`config.mk`:
```
export PLATFORM = sky130hd
export DESIGN_NAME = chip_spreader
export DESIGN_NICKNAME = d
export VERILOG_FILES = /design/src/rtl/spreader_pkg.sv /design/src/rtl/spreader_seqgen.sv /design/src/rtl/spreader_ctrl.sv /design/src/rtl/chip_spreader.sv
export SDC_FILE = /design/constraint.sdc
export NUM_CORES = 1
export LEC_CHECK = 0
export ABC_AREA = 1
export BUFFER_PORTS_ARGS = -buffer_cell sky130_fd_sc_hd__buf_4
export CORE_UTILIZATION = 55
export DETAILED_ROUTE_END_ITERATION = 8
export PLACE_DENSITY_LB_ADDON = 0.2
export SLEW_MARGIN = 15
export SYNTH_ARGS = -nofsm -noshare
export SYNTH_HDL_FRONTEND = slang
export SYNTH_SLANG_ARGS = --single-unit
```
`constraint.sdc`:
```
create_clock -name clk -period 5.9 [get_ports clk]
set_clock_uncertainty 0.15 [all_clocks]
set_input_delay 0.295 -clock clk [delete_from_list [all_inputs] [get_ports clk]]
set_output_delay 0.295 -clock clk [all_outputs]
set_load 0.005 [all_outputs]
```
`src/rtl/spreader_pkg.sv`:
```
package spreader_pkg;
    localparam int CHIPS_LONG  = 16;
    localparam int CHIPS_SHORT = 8;
    localparam int SYM_W       = 4;
    localparam int IDX_W       = $clog2(CHIPS_LONG);

    typedef enum logic [1:0] {
        MODE_L16   = 2'd0,
        MODE_S8Q   = 2'd1,
        MODE_S8T   = 2'd2,
        MODE_ALT16 = 2'd3
    } code_mode_t;

    typedef enum logic {
        ST_IDLE = 1'b0,
        ST_SEND = 1'b1
    } spread_state_t;
endpackage

```
`src/rtl/spreader_seqgen.sv`:
```
module spreader_seqgen
    import spreader_pkg::*;
#(
    parameter logic [CHIPS_LONG-1:0]  ROOT_L16 = 16'h3AFC,
    parameter logic [CHIPS_SHORT-1:0] ROOT_S8Q = 8'hB2,
    parameter logic [CHIPS_SHORT-1:0] ROOT_S8T = 8'h45
) (
    input  logic [1:0]            mode,
    input  logic [SYM_W-1:0]      sym,
    output logic [CHIPS_LONG-1:0] pattern,
    output logic [IDX_W-1:0]      last_idx
);
    // Mask of odd chip positions, built per chip index.
    logic [CHIPS_LONG-1:0] odd_mask;
    genvar g;
    generate
        for (g = 0; g < CHIPS_LONG; g++) begin : g_odd
            assign odd_mask[g] = (g % 2) == 1;
        end
    endgenerate

    int unsigned shift;
    logic        invert;
    logic        is_long;
    logic [CHIPS_LONG-1:0]  rot_long;
    logic [CHIPS_SHORT-1:0] rot_short;
    logic [CHIPS_SHORT-1:0] root_short;

    always_comb begin
        unique case (code_mode_t'(mode))
            MODE_S8Q: begin
                is_long    = 1'b0;
                root_short = ROOT_S8Q;
                shift      = int'(sym[2:0]);
                invert     = sym[3];
            end
            MODE_S8T: begin
                is_long    = 1'b0;
                root_short = ROOT_S8T;
                shift      = 2 * int'(sym[1:0]);
                invert     = sym[2];
            end
            default: begin
                is_long    = 1'b1;
                root_short = ROOT_S8Q;
                shift      = 2 * int'(sym[2:0]);
                invert     = sym[3];
            end
        endcase
    end

    // Cyclic rotation towards higher chip index.
    always_comb begin
        for (int i = 0; i < CHIPS_LONG; i++)
            rot_long[i] = ROOT_L16[(i + CHIPS_LONG - (shift % CHIPS_LONG)) % CHIPS_LONG];
        for (int i = 0; i < CHIPS_SHORT; i++)
            rot_short[i] = root_short[(i + CHIPS_SHORT - (shift % CHIPS_SHORT)) % CHIPS_SHORT];
    end

    always_comb begin
        if (is_long) begin
            pattern  = rot_long ^ (invert ? odd_mask : '0);
            last_idx = IDX_W'(CHIPS_LONG - 1);
        end else begin
            pattern  = {{(CHIPS_LONG-CHIPS_SHORT){1'b0}},
                        rot_short ^ (invert ? odd_mask[CHIPS_SHORT-1:0] : '0)};
            last_idx = IDX_W'(CHIPS_SHORT - 1);
        end
    end
endmodule

```
`src/rtl/spreader_ctrl.sv`:
```
module spreader_ctrl
    import spreader_pkg::*;
(
    input  logic                  clk,
    input  logic                  rst_n,
    input  logic                  sym_valid,
    output logic                  sym_ready,
    input  logic                  chip_en,
    input  logic [CHIPS_LONG-1:0] pat_in,
    input  logic [IDX_W-1:0]      last_in,
    output logic                  chip_out,
    output logic                  chip_valid,
    output logic                  chip_last
);
    spread_state_t         state_q, state_d;
    logic [CHIPS_LONG-1:0] pat_q;
    logic [IDX_W-1:0]      last_q;
    logic [IDX_W-1:0]      idx_q;
    logic                  take_sym;
    logic                  emit;
    logic                  at_end;

    assign sym_ready = (state_q == ST_IDLE);
    assign take_sym  = sym_ready && sym_valid;
    assign emit      = (state_q == ST_SEND) && chip_en;
    assign at_end    = (idx_q == last_q);

    // Next-state logic: ACCEPT and DONE transitions.
    always_comb begin
        state_d = state_q;
        unique case (state_q)
            ST_IDLE: if (take_sym)        state_d = ST_SEND;
            ST_SEND: if (emit && at_end)  state_d = ST_IDLE;
            default:                      state_d = ST_IDLE;
        endcase
    end

    // State register with latched symbol context.
    always_ff @(posedge clk) begin
        if (!rst_n) begin
            state_q <= ST_IDLE;
            pat_q   <= '0;
            last_q  <= '0;
            idx_q   <= '0;
        end else begin
            state_q <= state_d;
            if (take_sym) begin
                pat_q  <= pat_in;
                last_q <= last_in;
                idx_q  <= '0;
            end else if (emit) begin
                idx_q  <= idx_q + 1'b1;
            end
        end
    end

    // Output register: one chip per strobe.
    always_ff @(posedge clk) begin
        if (!rst_n) begin
            chip_out   <= 1'b0;
            chip_valid <= 1'b0;
            chip_last  <= 1'b0;
        end else if (emit) begin
            chip_out   <= pat_q[idx_q];
            chip_valid <= 1'b1;
            chip_last  <= at_end;
        end else begin
            chip_out   <= 1'b0;
            chip_valid <= 1'b0;
            chip_last  <= 1'b0;
        end
    end

    // a chip appears only after a strobe
    a_r3_valid_after_strobe: assert property (@(posedge clk) disable iff (!rst_n)
        chip_valid |-> $past(chip_en));
    // last flag only on a valid chip
    a_r9_last_is_valid: assert property (@(posedge clk) disable iff (!rst_n)
        chip_last |-> chip_valid);
    // ready comes back with the last chip
    a_r2_ready_with_last: assert property (@(posedge clk) disable iff (!rst_n)
        chip_last |-> sym_ready);
    // ready drops after a handshake
    a_r2_ready_drops: assert property (@(posedge clk) disable iff (!rst_n)
        (sym_valid && sym_ready) |=> !sym_ready);
    // no chip follows an idle cycle
    a_r11_no_underflow: assert property (@(posedge clk) disable iff (!rst_n)
        $past(sym_ready) |-> !chip_valid);
    // the chip index never passes the last index while sending
    a_r9_index_bound: assert property (@(posedge clk) disable iff (!rst_n)
        (state_q == ST_SEND) |-> (idx_q <= last_q));
endmodule

```
`src/rtl/chip_spreader.sv`:
```
module chip_spreader
    import spreader_pkg::*;
#(
    parameter logic [CHIPS_LONG-1:0]  ROOT_L16 = 16'h3AFC,
    parameter logic [CHIPS_SHORT-1:0] ROOT_S8Q = 8'hB2,
    parameter logic [CHIPS_SHORT-1:0] ROOT_S8T = 8'h45
) (
    input  logic             clk,
    input  logic             rst_n,
    input  logic             sym_valid,
    output logic             sym_ready,
    input  logic [SYM_W-1:0] sym_data,
    input  logic [1:0]       mode_sel,
    input  logic             chip_en,
    output logic             chip_out,
    output logic             chip_valid,
    output logic             chip_last
);
    logic [CHIPS_LONG-1:0] gen_pattern;
    logic [IDX_W-1:0]      gen_last;

    spreader_seqgen #(
        .ROOT_L16 (ROOT_L16),
        .ROOT_S8Q (ROOT_S8Q),
        .ROOT_S8T (ROOT_S8T)
    ) i_seqgen (
        .mode     (mode_sel),
        .sym      (sym_data),
        .pattern  (gen_pattern),
        .last_idx (gen_last)
    );

    spreader_ctrl i_ctrl (
        .clk        (clk),
        .rst_n      (rst_n),
        .sym_valid  (sym_valid),
        .sym_ready  (sym_ready),
        .chip_en    (chip_en),
        .pat_in     (gen_pattern),
        .last_in    (gen_last),
        .chip_out   (chip_out),
        .chip_valid (chip_valid),
        .chip_last  (chip_last)
    );
endmodule

```
==> flow_metrics.py <==
metrics = {
    "sta": {
        "rsz0062_at_grt": "false",
        "worst_pin_slew_ns": 0.536,
        "fmax_mhz": 366,
        "tns_ns": 0,
        "setup_viol": 0,
        "post-route-period-util_pct": 46.3,
        "relSlewSlack_pct": 64.0,
        "layout_min_cycle_time_ns": 2.73,
        "finalHoldViolCount": 0,
        "drv_slew": 0,
    },
    "finish": {
        "drive_gt1_share_pct": 13.3,
        "final_core_util_pct": 62.1,
        "num_antenna_cells": 0,
        "num-nets-final": 378,
        "area_growth_pct": 6.66,
        "finalNonFillerCells": 402,
    },
    "critical_path": {
        "cp_max_fo": 15,
        "r2r_setup_slack_ns": 4.10,
        "crit_required_ns": 5.96,
        "cpPeakStageDelay_ns": 0.51,
        "cp-start-kind": "primary input",
        "reg2reg_depth": 6,
        "r2r-end": "i_ctrl.idx_q[3]$_SDFFE_PP0P_",
        "endpoint_kind": "register",
        "worstSetupStartpoint": "mode_sel[0]",
        "critical_path_class": "primary input to register",
        "cp.arrival_ns": 2.79,
        "path_cells": "buf_4 > inv_1 > ha_1 > inv_2 > nand3_2 > nand2_4 > inv_2 > ha_1 > a21oi_2 > xor2_1 > nand2_1 > o21ai_0 > nand4_1 > nand2_1",
        "r2r-start": "i_ctrl.state_q$_SDFF_PN0_",
        "crit_slowest_cell": "ha_1",
    },
    "clocking": {
        "cts_sinks": 26,
        "ctsResizeCount": 0,
        "htreeDepth": 1,
        "clk_latency_ns": 0.27,
        "postCtsHoldBufs": 0,
        "post_cts_buffers": 0,
        "cts_buffer_depth": 2,
        "clkTransAtPathRegs_ns": 0.09,
        "cts-root-buf": "clkbuf_8",
        "cts_buffers": 3,
        "cts_tree": "built",
    },
    "die": {
        "ios": 14,
        "dieArea_sq_um": 4220,
        "rows": 22,
        "core_sq_um": 3740,
        "die_x_microns": 65.0,
        "initial_core_util_pct": 58.2,
        "die_h_microns": 65.0,
    },
    "synth": {
        "synth_top_area_share_pct": 23.9,
        "synth-xor-area-share_pct": 4.82,
        "netlist_top_cells_area": "dfxtp_1 (24%), nand2_1 (17%), nand3_1 (9.4%)",
        "ys_ff_latch": 26,
        "synth_top_family_by_area": "simple AND/OR/NAND/NOR gates",
        "ys_warn_count": 0,
        "synth_area_sq_um": 2180,
        "synth_common_cells": "nand2_1 (100), nand3_1 (41), inv_1 (36)",
        "async_reset_ff_share_pct": 0,
        "synth_edf_count": 0,
        "synthAdderAreaFrac_pct": 6.89,
        "syn_nets": 366,
        "yosys.cell_count.top_type": "nand2_1",
        "yosys.area.top_type": "dfxtp_1",
        "synth_simple_gate_area_share_pct": 39.4,
        "synthMuxAreaShare_pct": 0,
        "ys_seq_area_share_pct": 23.9,
        "synth_flop_cell": "dfxtp_1",
        "synth-compound-area-share_pct": 15.0,
        "syn-mean-instance-area_sq_um": 6.34,
        "synth_cell_types": 37,
        "syn_inst": 344,
    },
    "flow_run": {
        "max-cap-violations": 0,
    },
    "routing": {
        "ant_nets": 0,
        "via_per_inst": 5.42,
        "first_pass_iters": 5,
        "routed-via-count": 2178,
        "wl_microns": 5220,
        "post-route-drc-count": 0,
        "drtIter0Drc": 192,
        "wl_per_cell_microns": 13.0,
    },
    "power": {
        "power_per_cell_area_nw_per_um2": 211,
        "p_leak_nw": 1.13,
        "ir_drop_mv": 0.104,
    },
    "place": {
        "place_inst": 399,
        "portBuffers": 13,
        "gp_congestion": 0.928,
        "dp_hpwl_microns": 4070,
    },
    "grt": {
        "grt_usage_pct": 27.5,
        "grt_pass1_wl_microns": 8940,
        "antenna_found_initial": 0,
        "grt_overflow": 0,
        "grt_pass1_vias": 1947,
        "grt_max_degree": 17,
    },
    "run_status": {
        "status": "finished clean",
    },
    "hold_path": {
        "hold_depth": 3,
        "min_to": "i_ctrl.state_q$_SDFF_PN0_",
        "min-delay-path-class": "primary input to register",
        "min_from": "sym_valid",
    },
}
## layout by cell type (no fill, tap or decap), types with 2 or more instances in the layout
master    netlist  layout
nor3_1          2       2
clkbuf_8        0       3
dfxtp_1        26      26
nand2_4         3       3
o21ai_0        22      22
o211ai_1        5       5
nor2_1         22      22
inv_1          36      36
nand2_1       100     100
ha_1           12      12
nor2_2          4       4
a21oi_1        14      14
buf_4           1      13
o22ai_1         2       2
xor2_1          6       6
nand3_2         3       3
nand3_1        41      41
inv_2           7       7
o21ai_1        11      11
nand2_2         8       8
## report_power, final
part / total, W / internal (W) / switching, W / leakage [nW]
combinational: 0.000196 / 0.0000678 / 0.000129 / 0.894
sequential: 0.000196 / 0.000188 / 0.00000773 / 0.213
clock: 0.0000974 / 0.0000457 / 0.0000517 / 0.0216
total: 0.000490 / 0.000302 / 0.000188 / 1.13
## worst max path at each step
stage          cells after the start                            end  slack [ns]
2_1_floorplan                     16   i_ctrl.pat_q[5]$_SDFFE_PN0P_        3.63
3_3_place_gp                      16   i_ctrl.pat_q[5]$_SDFFE_PN0P_        2.98
3_5_place_dp                      17   i_ctrl.pat_q[5]$_SDFFE_PN0P_        2.94
4_1_cts                           17   i_ctrl.pat_q[5]$_SDFFE_PN0P_        3.22
5_1_grt                           13  i_ctrl.pat_q[10]$_SDFFE_PN0P_        2.92
6_report                          14  i_ctrl.pat_q[10]$_SDFFE_PN0P_        3.17
## registers in the layout, summed over array words and instances (netlist names)
signal             count
i_ctrl.pat_q          16
i_ctrl.idx_q           4
i_ctrl.last_q          2
i_ctrl.chip_last       1
i_ctrl.chip_out        1
i_ctrl.chip_valid      1
i_ctrl.state_q         1
## final cells by class
type / count / area, sq um
well taps: 48 / 60.1
fillers: 368 / 1420
flip-flops and latches: 26 / 520
repair buffers: 13 / 97.6
clock buffers: 3 / 41.3
inverters: 44 / 165
multi-input cells: 268 / 1440
## critical path: cells and delay by family
family | cells | cell delay [ns]
xor+xnor | 1 | 0.25
simple gates | 5 | 0.65
fa+ha+maj | 2 | 0.76
buf+inv | 4 | 0.57
compound gates | 2 | 0.25
## metal layers
| metal | track usage [%] | share of wire (%) | vias to the layer above |
|---|---|---|---|
| li1 | - | - | 1140 |
| met1 | 36.7 | 47 | 970 |
| met2 | 47.9 | 48 | 62 |
| met3 | 2.64 | 4.8 | 6 |
| met4 | 4.44 | 0.65 | 0 |
| met5 | 0 | 0 | - |
## cells by family after synthesis
| family | count (synthesis) |
|---|---|
| AO/OA/AOI/OAI | 59 |
| adder cells (fa/ha/maj) | 12 |
| buffers and inverters | 50 |
| AND/OR/NAND/NOR | 188 |
| flip-flops | 26 |
| XOR/XNOR | 9 |
## metrics by stage
step                area [sq um]  setup WS [ns]  power, W  hold slack, ns
global placement            2280           2.98  0.000390           0.285
finish                      2320           3.17  0.000490           0.141
global route                2320           2.92  0.000528           0.147
detailed placement          2280           2.94  0.000393           0.287
floorplan                   2180           3.63  0.000355           0.271
CTS                         2320           3.22  0.000488           0.132
No activity file was read; power rests on OpenSTA's default activity.
